### src/rtl/statreg_pkg.sv
package statreg_pkg;

  localparam int unsigned BYTE_W = 8;

  // Byte idx of a value held in a 64-bit container
  function automatic logic [7:0] pick_byte(input logic [63:0] v, input int unsigned idx);
    return v[idx*8 +: 8];
  endfunction

  // Replace byte idx of a value held in a 64-bit container
  function automatic logic [63:0] put_byte(input logic [63:0] v, input int unsigned idx,
                                            input logic [7:0] b);
    logic [63:0] r;
    r = v;
    r[idx*8 +: 8] = b;
    return r;
  endfunction

  // Pointer step with wrap after the last byte
  function automatic int unsigned ptr_step(input int unsigned p, input int unsigned nbytes);
    return (p == nbytes - 1) ? 0 : p + 1;
  endfunction

endpackage

### src/rtl/statreg_counter.sv
module statreg_counter #(
  parameter int unsigned W = 32
) (
  input  logic         clk,
  input  logic         rst_n,
  input  logic         inc,
  input  logic         load,
  input  logic [W-1:0] load_val,
  output logic [W-1:0] value
);

  // load wins over inc; natural modulo-2^W wrap
  always_ff @(posedge clk or negedge rst_n) begin
    if (!rst_n)    value <= '0;
    else if (load) value <= load_val;
    else if (inc)  value <= value + W'(1);
  end

endmodule

### src/rtl/statreg_byteport.sv
module statreg_byteport
  import statreg_pkg::*;
#(
  parameter int unsigned W  = 32,
  parameter int unsigned NB = W / 8,
  parameter int unsigned PW = $clog2(NB)
) (
  input  logic          clk,
  input  logic          rst_n,
  input  logic          sel,
  input  logic          acc,
  input  logic          is_wr,
  input  logic          wr_ok,
  input  logic          clr,
  input  logic [7:0]    wdata,
  input  logic [W-1:0]  live,
  output logic [7:0]    rbyte,
  output logic          commit,
  output logic [W-1:0]  commit_val,
  output logic [PW-1:0] ptr
);

  logic [W-1:0] snap;
  logic [W-1:0] stage;
  logic         hit;
  logic         last;

  assign hit  = sel & acc;
  assign last = (ptr == PW'(NB - 1));

  assign rbyte      = (ptr == '0) ? pick_byte(64'(live), 0)
                                  : pick_byte(64'(snap), int'(ptr));
  assign commit     = hit & is_wr & wr_ok & last;
  assign commit_val = W'(put_byte(64'(stage), NB - 1, wdata));

  always_ff @(posedge clk or negedge rst_n) begin
    if (!rst_n) begin
      ptr   <= '0;
      snap  <= '0;
      stage <= '0;
    end else begin
      if (clr)      ptr <= '0;
      else if (hit) ptr <= PW'(ptr_step(int'(ptr), NB));
      if (hit && !is_wr && ptr == '0)
        snap <= live;
      if (hit && is_wr && wr_ok)
        stage <= W'(put_byte(64'(stage), int'(ptr), wdata));
    end
  end

endmodule

### src/rtl/statreg_top.sv
module statreg_top #(
  parameter int unsigned CNT_W     = 32,
  parameter logic [7:0]  BANK_ID   = 8'h05,
  parameter logic [7:0]  BASE_ADDR = 8'hE0
) (
  input  logic       clk,
  input  logic       rst_n,
  input  logic       mgmt_rst,
  input  logic       rptr_rst,
  input  logic       rx_byte_vld,
  input  logic       rx_eop,
  input  logic       bank_cs,
  input  logic [7:0] reg_addr,
  input  logic       reg_rd,
  input  logic       reg_wr,
  input  logic [7:0] reg_wdata,
  output logic [7:0] reg_rdata,
  output logic       reg_rvld
);

  localparam int unsigned NUM_CNT = 2;
  localparam int unsigned NB      = CNT_W / 8;
  localparam int unsigned PW      = $clog2(NB);

  logic [7:0] bank_q;
  logic       bank_hit;
  logic       bank_wr_evt;
  logic       acc;
  logic       wr_ok;
  logic       unmapped_rd;
  logic [7:0] rd_byte;

  logic [NUM_CNT-1:0]            cnt_inc;
  logic [NUM_CNT-1:0]            hit_vec;
  logic [NUM_CNT-1:0]            commit;
  logic [NUM_CNT-1:0][CNT_W-1:0] commit_val;
  logic [NUM_CNT-1:0][CNT_W-1:0] cnt_val;
  logic [NUM_CNT-1:0][PW-1:0]    ptr;
  logic [NUM_CNT-1:0][7:0]       rbyte;

  assign cnt_inc     = {rx_eop, rx_byte_vld};
  assign bank_wr_evt = bank_cs & reg_wr;
  assign bank_hit    = (bank_q == BANK_ID);
  assign acc         = (reg_rd | reg_wr) & ~bank_cs;
  assign wr_ok       = mgmt_rst | rptr_rst;
  assign unmapped_rd = acc & ~reg_wr & ~(|hit_vec);

  always_ff @(posedge clk or negedge rst_n) begin
    if (!rst_n)           bank_q <= '0;
    else if (bank_wr_evt) bank_q <= reg_wdata;
  end

  for (genvar g = 0; g < NUM_CNT; g++) begin : g_cnt
    assign hit_vec[g] = bank_hit & (reg_addr == 8'(BASE_ADDR + g));

    statreg_byteport #(.W(CNT_W)) u_port (
      .clk        (clk),
      .rst_n      (rst_n),
      .sel        (hit_vec[g]),
      .acc        (acc),
      .is_wr      (reg_wr),
      .wr_ok      (wr_ok),
      .clr        (bank_wr_evt | (acc & ~hit_vec[g])),
      .wdata      (reg_wdata),
      .live       (cnt_val[g]),
      .rbyte      (rbyte[g]),
      .commit     (commit[g]),
      .commit_val (commit_val[g]),
      .ptr        (ptr[g])
    );

    statreg_counter #(.W(CNT_W)) u_cnt (
      .clk      (clk),
      .rst_n    (rst_n),
      .inc      (cnt_inc[g]),
      .load     (commit[g]),
      .load_val (commit_val[g]),
      .value    (cnt_val[g])
    );
  end

  always_comb begin
    rd_byte = '0;
    for (int i = 0; i < NUM_CNT; i++)
      if (hit_vec[i]) rd_byte = rbyte[i];
  end

  always_ff @(posedge clk or negedge rst_n) begin
    if (!rst_n) begin
      reg_rdata <= '0;
      reg_rvld  <= 1'b0;
    end else begin
      reg_rvld <= reg_rd;
      if (reg_rd) reg_rdata <= bank_cs ? bank_q : rd_byte;
    end
  end

endmodule

### config.mk
export PLATFORM = sky130hd
export DESIGN_NAME = statreg_top
export DESIGN_NICKNAME = d
export VERILOG_FILES = /design/src/rtl/statreg_pkg.sv /design/src/rtl/statreg_counter.sv /design/src/rtl/statreg_byteport.sv /design/src/rtl/statreg_top.sv
export SDC_FILE = /design/constraint.sdc
export NUM_CORES = 1
export LEC_CHECK = 0
export ABC_AREA = 1
export BUFFER_PORTS_ARGS = -buffer_cell sky130_fd_sc_hd__buf_2
export CAP_MARGIN = 20
export CORE_ASPECT_RATIO = 2
export CORE_MARGIN = 2
export CORE_UTILIZATION = 25
export DETAILED_ROUTE_END_ITERATION = 10
export MAX_ROUTING_LAYER = met4
export PLACE_DENSITY = 0.47
export SYNTH_ARGS = -nofsm -noshare
export SYNTH_HDL_FRONTEND = slang
export SYNTH_HIERARCHICAL = 1
export SYNTH_SLANG_ARGS = --single-unit
### constraint.sdc
create_clock -name clk -period 2.87 [get_ports clk]
set_clock_uncertainty 0.2 [all_clocks]
set_input_delay 0.7175 -clock clk [delete_from_list [all_inputs] [get_ports clk]]
set_output_delay 0.7175 -clock clk [all_outputs]
set_load 0.03 [all_outputs]
==> results_dict.tcl, run 1 <==
set metrics [dict create \
    status "finished, violations left" \
    failed_checks "hold timing" \
    synth-seq-area-share 0.428 \
    total_leakage_power_nw 6.31 \
    detail_route.wirelength_um 37900 \
    timing.critical_path.arrival_ns 2.50 \
    ys_top_cells_by_area "dfrtp_1 43%, nand2_1 17%, nand3_1 5.5%" \
    max_slew.worst_pin.slew_ns 0.585 \
    finalInstanceArea_um2 12900 \
    end_kind "flip-flop" \
    ioPinCount 34 \
    detail_route.iter0.violations 554 \
    layout_common_cells "510 x nand2_1, 197 x dfrtp_1, 164 x nor2_1, 150 x inv_1, 127 x nand3_1" \
    cts_setup_buffers 0 \
    clkSlewWorstSetupHoldPaths_ns 0.08 \
    floorplan.rows 111 \
    preCtsSetupSlack_ns 0.161 \
    synth_async_sr_flop_share 1.00 \
    path_cells "inv_2, ha_1, inv_4, buf_4, nor3_4, nand2_1, o21ai_1" \
    detailed_placement_hpwl_um 28900 \
    proportion_of_layout_cells_with_a_drive_suffix_above_1 0.125 \
    hold_buffers 0 \
    synth.lib_cells_used.distinct 33 \
    synth_flop_cell "dfrtp_1" \
    critPathTopFamily "buffers and inverters" \
    grt.total_usage 0.168 \
    core_region_area_um2 45700 \
    fp.dieH_um 307 \
    drt_pre_antenna_iters 6 \
    numPortBuffers 33 \
    die-area_um2 47900 \
    pwr_density_cell_nw_per_um2 483 \
    postRouteAntennaNets 0 \
    antenna_found_initial 1 \
    netlist.area_leader.share 0.428 \
    hold_viol_final 1 \
    critPathLaunchType "flip-flop" \
    grt_overflow 0 \
    ctsHtreeMaxLevel 4 \
    drv.max_cap_violation_count 0 \
    worst-path-buf-inv 3 \
    setup.worst_path.class "flip-flop to flip-flop" \
    layout_area_growth_over_synthesis_pct 12.4 \
    cts_max_path_buffers 2 \
    required_time_reported_for_the_critical_path_endpoint_ns 3.06 \
    worst_slew_margin_rel 0.610 \
    tritoncts_clock_tree "built" \
    clock_insertion_delay_worst_skew_ns 0.47 \
    layout.core_utilization 0.283 \
    cp_max_fanout 21 \
    vias 9902 \
    clock_sink_count 197 \
    grt_start_max_net_pins 65 \
    layout_commonest_cell "nand2_1" \
    synth_area_um2 11500 \
    cts-buffers-inserted 17 \
    maxSlewViolCount 0 \
    yosys_warns 6 \
    yosys_register_bits 197 \
    grt_first_pass_wirelength_um 58700 \
    final_critical_path_setup_slack_ns 0.554 \
    final_min_period_over_clock_period 0.807 \
    grt_setup_unrepaired "false" \
    critPathMaxStageDelay_ns 0.45 \
    finish.net_count 1612 \
    filler_cell_count 4923 \
    post_cts.resized_instances 0 \
    die_width_um 156 \
    drt-wirelength-per-cell_um 17.6 \
    drc 0 \
    initial_utilization 0.252 \
    holdCritPathClass "input pin to asynchronous set/reset pin" \
    placed_area_um2 12300 \
    netlist.top_cell.by_area "dfrtp_1" \
    globalplace.congestion 0.853 \
    layout_min_cycle_time_ns 2.32 \
    clock-root-buffer "clkbuf_16" \
    synth-edff-count 0 \
    fmax_ghz 0.432 \
    power_mw 6.25 \
    postSynthCellCount 1554 \
    critical-path-slowest-cell "ha_1" \
    vias_cell 4.60 \
    fin_hold_ws_ns -0.00287 \
    grt_pass1_vias 9914 \
    postSynthAreaPerCell_um2 7.41 \
    setup_viol 0 \
    synth_nets 1591 \
    final.setup.tns_ns 0 \
    ir_drop_mv 0.442 \
]
==> cell families (layout without fill, tap and decap cells) <==
family / after synthesis / in the layout / synth area share
compound gates: 194 / 194 / 0.0989
simple gates: 895 / 895 / 0.346
other cells: 0 / 1 / 0
flops: 197 / 197 / 0.428
fa+ha+maj: 12 / 12 / 0.0130
buf+inv: 235 / 269 / 0.0977
xor+xnor: 18 / 18 / 0.0137
mux: 3 / 3 / 0.00293
==> final cells by class <==
cell class / instances / area, µm² / area share
well taps: 565 / 707 / 0.0546
flip-flops and latches: 197 / 4930 / 0.381
diodes: 1 / 2.50 / 0.000193
inverters: 166 / 628 / 0.0485
clock inverters: 15 / 191 / 0.0148
repair buffers: 71 / 584 / 0.0451
clock buffers: 17 / 425 / 0.0329
multi-input cells: 1122 / 5470 / 0.423
==> cells in the mapped netlist (all sizes together) (5+ instances only) <==
cell	count
a21oi	78
a22oi	50
buf	60
clkbuf	9
dfrtp	197
ha	12
inv	163
nand2	534
nand3	127
nand4	14
nor2	210
nor3	5
o21ai	58
xor2	18
==> registers in the layout, summed over array words and instances, names as in the netlist <==
register and count:
reg_rdata 8, reg_rvld 1, g_cnt.u_port/ptr 4, g_cnt.u_cnt/value 64, g_cnt.u_port/snap 64, bank_q 8
g_cnt.u_port/stage 48
==> power breakdown <==
group	internal [mW]	switching (mW)
sequential	2.88	0.199
combinational	0.208	0.430
clock	1.20	1.33
==> worst register-to-register path, stage by stage (launching register included) <==
cell,delay (ns)
dfrtp_1,0.40
inv_2,0.36
ha_1,0.45
inv_4,0.14
buf_4,0.21
nor3_4,0.25
nand2_1,0.09
o21ai_1,0.13
==> stage by stage <==
step                      hold WS, ns  cells
after floorplan                 0.222   1554
after global placement          0.261   2121
after detailed placement        0.266   2121
after CTS                      0.0225   2153
after global routing           0.0310   2154
final                        -0.00287   2154
==> final timing paths <==
kind,to,from,cells after the start,slack (ns)
hold reg to reg,reg_rdata[4]$_DFFE_PN0P_,reg_rdata[4]$_DFFE_PN0P_,2,0.28
min in group clk,reg_rvld$_DFF_PN0_,reg_rd,1,0.26
setup reg to reg,g_cnt[1].u_port/stage[6]$_DFFE_PN0P_,g_cnt[1].u_port/ptr[0]$_DFFE_PN0P_,7,0.55
max in group asynchronous,g_cnt[1].u_port/stage[6]$_DFFE_PN0P_,rst_n,2,1.73
setup / recovery,g_cnt[1].u_port/stage[6]$_DFFE_PN0P_,g_cnt[1].u_port/ptr[0]$_DFFE_PN0P_,7,0.55
hold / removal,g_cnt[1].u_port/snap[28]$_DFFE_PN0P_,rst_n,1,-0.003
==> layer usage <==
metal	global-route usage	routed length [µm]
met1	0.159	13400
met2	0.322	21700
met3	0.0172	705
met4	0.0971	2180
met5	-	0
No activity file was read; power rests on OpenSTA's default activity.
==> run 2: changes to the inputs <==
clock period = 2.4 ns   (was 2.87 ns; I/O delays follow)
==> run 2 against run 1 <==
Compared with the run above: largest cell class unchanged; sequential share of layout area shrank 0.71 points; worst hold slack improved by 0.14 ns; register-to-register slack lost 0.37 ns; the run now ends clean; critical endpoint is now g_cnt[1].u_port/stage[13]$_DFFE_PN0P_; first-iteration DRC count is 12% higher; global-route usage rose by 0.42 points; worst setup slack worse by 0.37 ns.
==> results_dict.tcl, run 2 (synthesis results as in run 1) <==
set metrics [dict create \
    status "finished, final reports clean" \
    grt_setup_unrepaired "false" \
    grt_pass1_vias 10200 \
    setup.worst_path.class "flip-flop to flip-flop" \
    vias_cell 4.61 \
    layout_area_growth_over_synthesis_pct 14.5 \
    tritoncts_clock_tree "built" \
    detail_route.iter0.violations 623 \
    ir_drop_mv 0.534 \
    drv.max_cap_violation_count 0 \
    die_width_um 156 \
    grt_start_max_net_pins 50 \
    layout.core_utilization 0.289 \
    clock_insertion_delay_worst_skew_ns 0.47 \
    required_time_reported_for_the_critical_path_endpoint_ns 2.59 \
    cts-buffers-inserted 17 \
    worst_slew_margin_rel 0.636 \
    clkSlewWorstSetupHoldPaths_ns 0.08 \
    detail_route.wirelength_um 38800 \
    floorplan.rows 111 \
    power_mw 7.39 \
    critPathLaunchType "flip-flop" \
    initial_utilization 0.252 \
    setup_viol 0 \
    holdCritPathClass "input pin to flip-flop" \
    layout_common_cells "509 x nand2_1, 197 x dfrtp_1, 164 x nor2_1, 150 x inv_1, 127 x nand3_1" \
    reg.largest.list "g_cnt.u_cnt/value (64), g_cnt.u_port/snap (64), g_cnt.u_port/stage (48)" \
    r2r-start "bank_q[7]$_DFFE_PN0P_" \
    postRouteAntennaNets 0 \
    drc 0 \
    grt_overflow 0 \
    end_kind "flip-flop" \
    pwr_density_cell_nw_per_um2 560 \
    layout_commonest_cell "nand2_1" \
    maxSlewViolCount 0 \
    placedCellCount 2154 \
    drt_pre_antenna_iters 5 \
    placed_area_um2 12600 \
    worst_hold_startpoint "reg_rd" \
    layout_min_cycle_time_ns 2.21 \
    ctsHtreeMaxLevel 4 \
    antennaDiodeCount 0 \
    final_min_period_over_clock_period 0.923 \
    die-area_um2 47900 \
    cp_max_fanout 9 \
    vias 10100 \
    numPortBuffers 33 \
    layoutNonFillerInstCount 2187 \
    grt.total_usage 0.172 \
    preCtsSetupSlack_ns -0.183 \
    timing.critical_path.arrival_ns 2.41 \
    clock-root-buffer "clkbuf_16" \
    fmax_ghz 0.452 \
    proportion_of_layout_cells_with_a_drive_suffix_above_1 0.143 \
    antenna_found_initial 0 \
    filler_cell_count 4932 \
    final.setup.tns_ns 0 \
    setup.worst_path.start "bank_q[7]$_DFFE_PN0P_" \
    fin_hold_ws_ns 0.142 \
    finalInstanceArea_um2 13200 \
    cts_max_path_buffers 2 \
    final_critical_path_setup_slack_ns 0.186 \
    detailed_placement_hpwl_um 29900 \
    hold_viol_final 0 \
    cts_setup_buffers 0 \
    total_leakage_power_nw 6.46 \
    grt_first_pass_wirelength_um 59400 \
    max_slew.worst_pin.slew_ns 0.546 \
    drt-wirelength-per-cell_um 17.7 \
    ioPinCount 34 \
    globalplace.congestion 0.862 \
    core_region_area_um2 45700 \
    fp.dieH_um 307 \
    clock_sink_count 197 \
    finish.net_count 1646 \
]
[run 2: final timing paths]
| kind | end | slack [ns] | depth (start not counted) |
|---|---|---|---|
| hold / removal | reg_rvld$_DFF_PN0_ | 0.14 | 1 |
| max in group asynchronous | g_cnt[1].u_port/snap[26]$_DFFE_PN0P_ | 0.78 | 3 |
| setup reg to reg | g_cnt[1].u_port/stage[13]$_DFFE_PN0P_ | 0.19 | 10 |
| hold reg to reg | reg_rdata[5]$_DFFE_PN0P_ | 0.28 | 2 |
| min in group asynchronous | g_cnt[0].u_port/snap[22]$_DFFE_PN0P_ | 0.46 | 2 |
| setup / recovery | g_cnt[1].u_port/stage[13]$_DFFE_PN0P_ | 0.19 | 10 |
[run 2: layout make-up]
type	count	area (µm²)	share of cell area
timing repair buffer	105	858	0.0651
inverter	166	628	0.0476
clock buffer	17	425	0.0323
clock inverter	15	163	0.0123
multi-input combinational	1122	5480	0.415
sequential	197	4930	0.374
tap	565	707	0.0536
[run 2: routing by layer]
layer,wire length [µm],GRT usage,up-vias
li1,-,-,5021
met1,13400,0.160,4769
met2,21800,0.325,200
met3,820,0.0225,100
met4,2760,0.112,0
met5,0,-,-
[run 2: power by group]
| group | switching (mW) | internal [mW] |
|---|---|---|
| clock | 1.54 | 1.40 |
| sequential | 0.228 | 3.44 |
| combinational | 0.518 | 0.268 |
| total | 2.28 | 5.11 |
[run 2: worst max-delay path: stages (launching register included)]
cell	delay [ns]
dfrtp_1	0.45
nor2_4	0.16
nand4_4	0.19
nor2_8	0.14
nand2_1	0.10
buf_4	0.16
nor2_4	0.24
nand2_2	0.20
inv_2	0.17
nand2_1	0.07
nand2_1	0.06
[run 2: timing repair]
action | in CTS | in global routing
hold buffers | 1 | 0
gates resized for setup | 0 | 1
endpoints found under the setup margin | 0 | 1
endpoints found under the hold margin | 39 | 0
==> run 3: changes to the inputs <==
CELL_PAD_IN_SITES_DETAIL_PLACEMENT = 1   (was not set)
CELL_PAD_IN_SITES_GLOBAL_PLACEMENT = 2   (was not set)
PLACE_DENSITY = 0.66   (was 0.47)
==> run 3 against run 2 <==
Compared with the run above: utilization shrank 0.13 points; flip-flop and latch count is the same; maximum frequency shrank 2.6%; first-iteration DRC count shrank 40%; design area shrank 0.45%; wire length grew 11%; count of clock-buffer cells in the layout grew 1; clock power shrank 3%; non-clock buffer count shrank 4; global-route usage grew 2.0 points; via count grew 1.4%; critical path type unchanged; largest cell class unchanged; largest power group unchanged.
==> results_dict.tcl, run 3 (synthesis results as in run 1) <==
set metrics [dict create \
    status "finished, final reports clean" \
    preCtsSetupSlack_ns -0.186 \
    drt-wirelength-per-cell_um 19.8 \
    detailed_placement_hpwl_um 33700 \
    grt_first_pass_wirelength_um 65900 \
    met1Wirelength_um 14700 \
    grt.total_usage 0.192 \
    filler_cell_count 5535 \
    worst_slew_margin_rel 0.649 \
    multi_input_comb_area_um2 5480 \
    clkSlewWorstSetupHoldPaths_ns 0.08 \
    ir_drop_mv 0.571 \
    total_leakage_power_nw 6.41 \
    floorplan.rows 111 \
    critPathLaunchType "flip-flop" \
    globalplace.congestion 0.850 \
    holdCritPathClass "input pin to flip-flop" \
    layout_common_cells "509 x nand2_1, 196 x dfrtp_1, 164 x nor2_1, 150 x inv_1, 127 x nand3_1" \
    worst_hold_startpoint "reg_rd" \
    clock-root-buffer "clkbuf_16" \
    tritoncts_clock_tree "built" \
    drv.max_cap_violation_count 0 \
    wl_met2_um 26000 \
    timing.critical_path.arrival_ns 2.41 \
    drc 0 \
    cts_max_path_buffers 2 \
    postRouteAntennaNets 0 \
    core_region_area_um2 45700 \
    cp_max_fanout 22 \
    final.setup.tns_ns 0 \
    grt_overflow 0 \
    die-area_um2 47900 \
    setup.worst_path.class "flip-flop to flip-flop" \
    finalInstanceArea_um2 13100 \
    ctsHtreeMaxLevel 4 \
    final_min_period_over_clock_period 0.947 \
    grt_start_max_net_pins 53 \
    setup.worst_path.start "bank_q[7]$_DFFE_PN0P_" \
    clock_insertion_delay_worst_skew_ns 0.46 \
    seqCellArea_um2 4930 \
    ioPinCount 34 \
    drt_pre_antenna_iters 5 \
    required_time_reported_for_the_critical_path_endpoint_ns 2.53 \
    grt_pass1_vias 11000 \
    fp.dieH_um 307 \
    setup_viol 0 \
    layout_min_cycle_time_ns 2.27 \
    numPortBuffers 33 \
    die_width_um 156 \
    wl_met3_um 552 \
    detail_route.iter0.violations 371 \
    grt_setup_unrepaired "false" \
    fmax_ghz 0.440 \
    dr.max_layer_used "met4" \
    clock_sink_count 197 \
    cts-buffers-inserted 17 \
    pwr_density_cell_nw_per_um2 558 \
    placed_area_um2 12600 \
    layoutNonFillerInstCount 2184 \
    maxSlewViolCount 0 \
    detail_route.wirelength_um 43200 \
    layout_commonest_cell "nand2_1" \
    final_critical_path_setup_slack_ns 0.128 \
    power_mw 7.33 \
    vias 10200 \
    r2r-start "bank_q[7]$_DFFE_PN0P_" \
    finish.net_count 1642 \
    max_slew.worst_pin.slew_ns 0.526 \
    layout_area_growth_over_synthesis_pct 14.0 \
    hold_viol_final 0 \
    proportion_of_layout_cells_with_a_drive_suffix_above_1 0.141 \
    vias_cell 4.68 \
    antenna_found_initial 2 \
    reg.largest.list "g_cnt.u_cnt/value (64), g_cnt.u_port/snap (64), g_cnt.u_port/stage (48)" \
    cts_setup_buffers 0 \
    end_kind "flip-flop" \
    placedCellCount 2150 \
    initial_utilization 0.252 \
]
run 3: final cells by class:
| type | instances | area share |
|---|---|---|
| multi-input combinational | 1122 | 0.417 |
| sequential | 197 | 0.376 |
| timing repair buffer | 101 | 0.0638 |
| tap | 565 | 0.0538 |
| inverter | 166 | 0.0478 |
| clock buffer | 18 | 0.0327 |
| clock inverter | 14 | 0.00896 |
| antenna | 1 | 0.000191 |
run 3: where the power goes:
| part | switching [mW] | internal [mW] |
|---|---|---|
| Clock | 1.49 | 1.36 |
| Sequential | 0.235 | 3.44 |
| Combinational | 0.528 | 0.274 |
| Total | 2.25 | 5.07 |
run 3: path summary, 6_finish.rpt:
| kind | slack, ns | cells past startpoint | to |
|---|---|---|---|
| worst min register to register | 0.28 | 2 | reg_rdata[7]$_DFFE_PN0P_ |
| max in group asynchronous | 0.86 | 3 | g_cnt[1].u_port/stage[13]$_DFFE_PN0P_ |
| min in group asynchronous | 0.45 | 2 | reg_rdata[2]$_DFFE_PN0P_ |
| worst min-delay path | 0.14 | 1 | reg_rvld$_DFF_PN0_ |
| worst max register to register | 0.13 | 12 | g_cnt[1].u_cnt/value[13]$_DFFE_PN0P_ |
| worst max-delay path | 0.13 | 12 | g_cnt[1].u_cnt/value[13]$_DFFE_PN0P_ |
run 3: worst max-delay path: stages (launching register included):
cell	delay (ns)
dfrtp_1	0.44
nor2_4	0.16
nand4_4	0.20
nor2_8	0.14
nand2_1	0.14
nor3_2	0.18
buf_4	0.15
inv_1	0.06
nand2_2	0.06
inv_1	0.08
buf_12	0.17
nand3_1	0.08
nand3_1	0.08
run 3: through the flow:
step / util / hold slack (ns)
after global routing: 0.287 / 0.124
final: 0.287 / 0.140
after CTS: 0.287 / 0.110
after detailed placement: 0.275 / 0.267
after global placement: 0.275 / 0.263
after floorplan: - / 0.104
run 3: timing repair:
action,4_1_cts,5_1_grt
resized for setup,0,2
endpoints found under the setup margin,0,5
endpoints found under the hold margin,37,0
hold buffers,1,0
run 3: metal layers:
| metal | GRT usage | vias to the layer above |
|---|---|---|
| met5 | - | - |
| met4 | 0.0913 | 0 |
| li1 | - | 4998 |
| met2 | 0.389 | 109 |
| met1 | 0.174 | 5058 |
| met3 | 0.0179 | 67 |
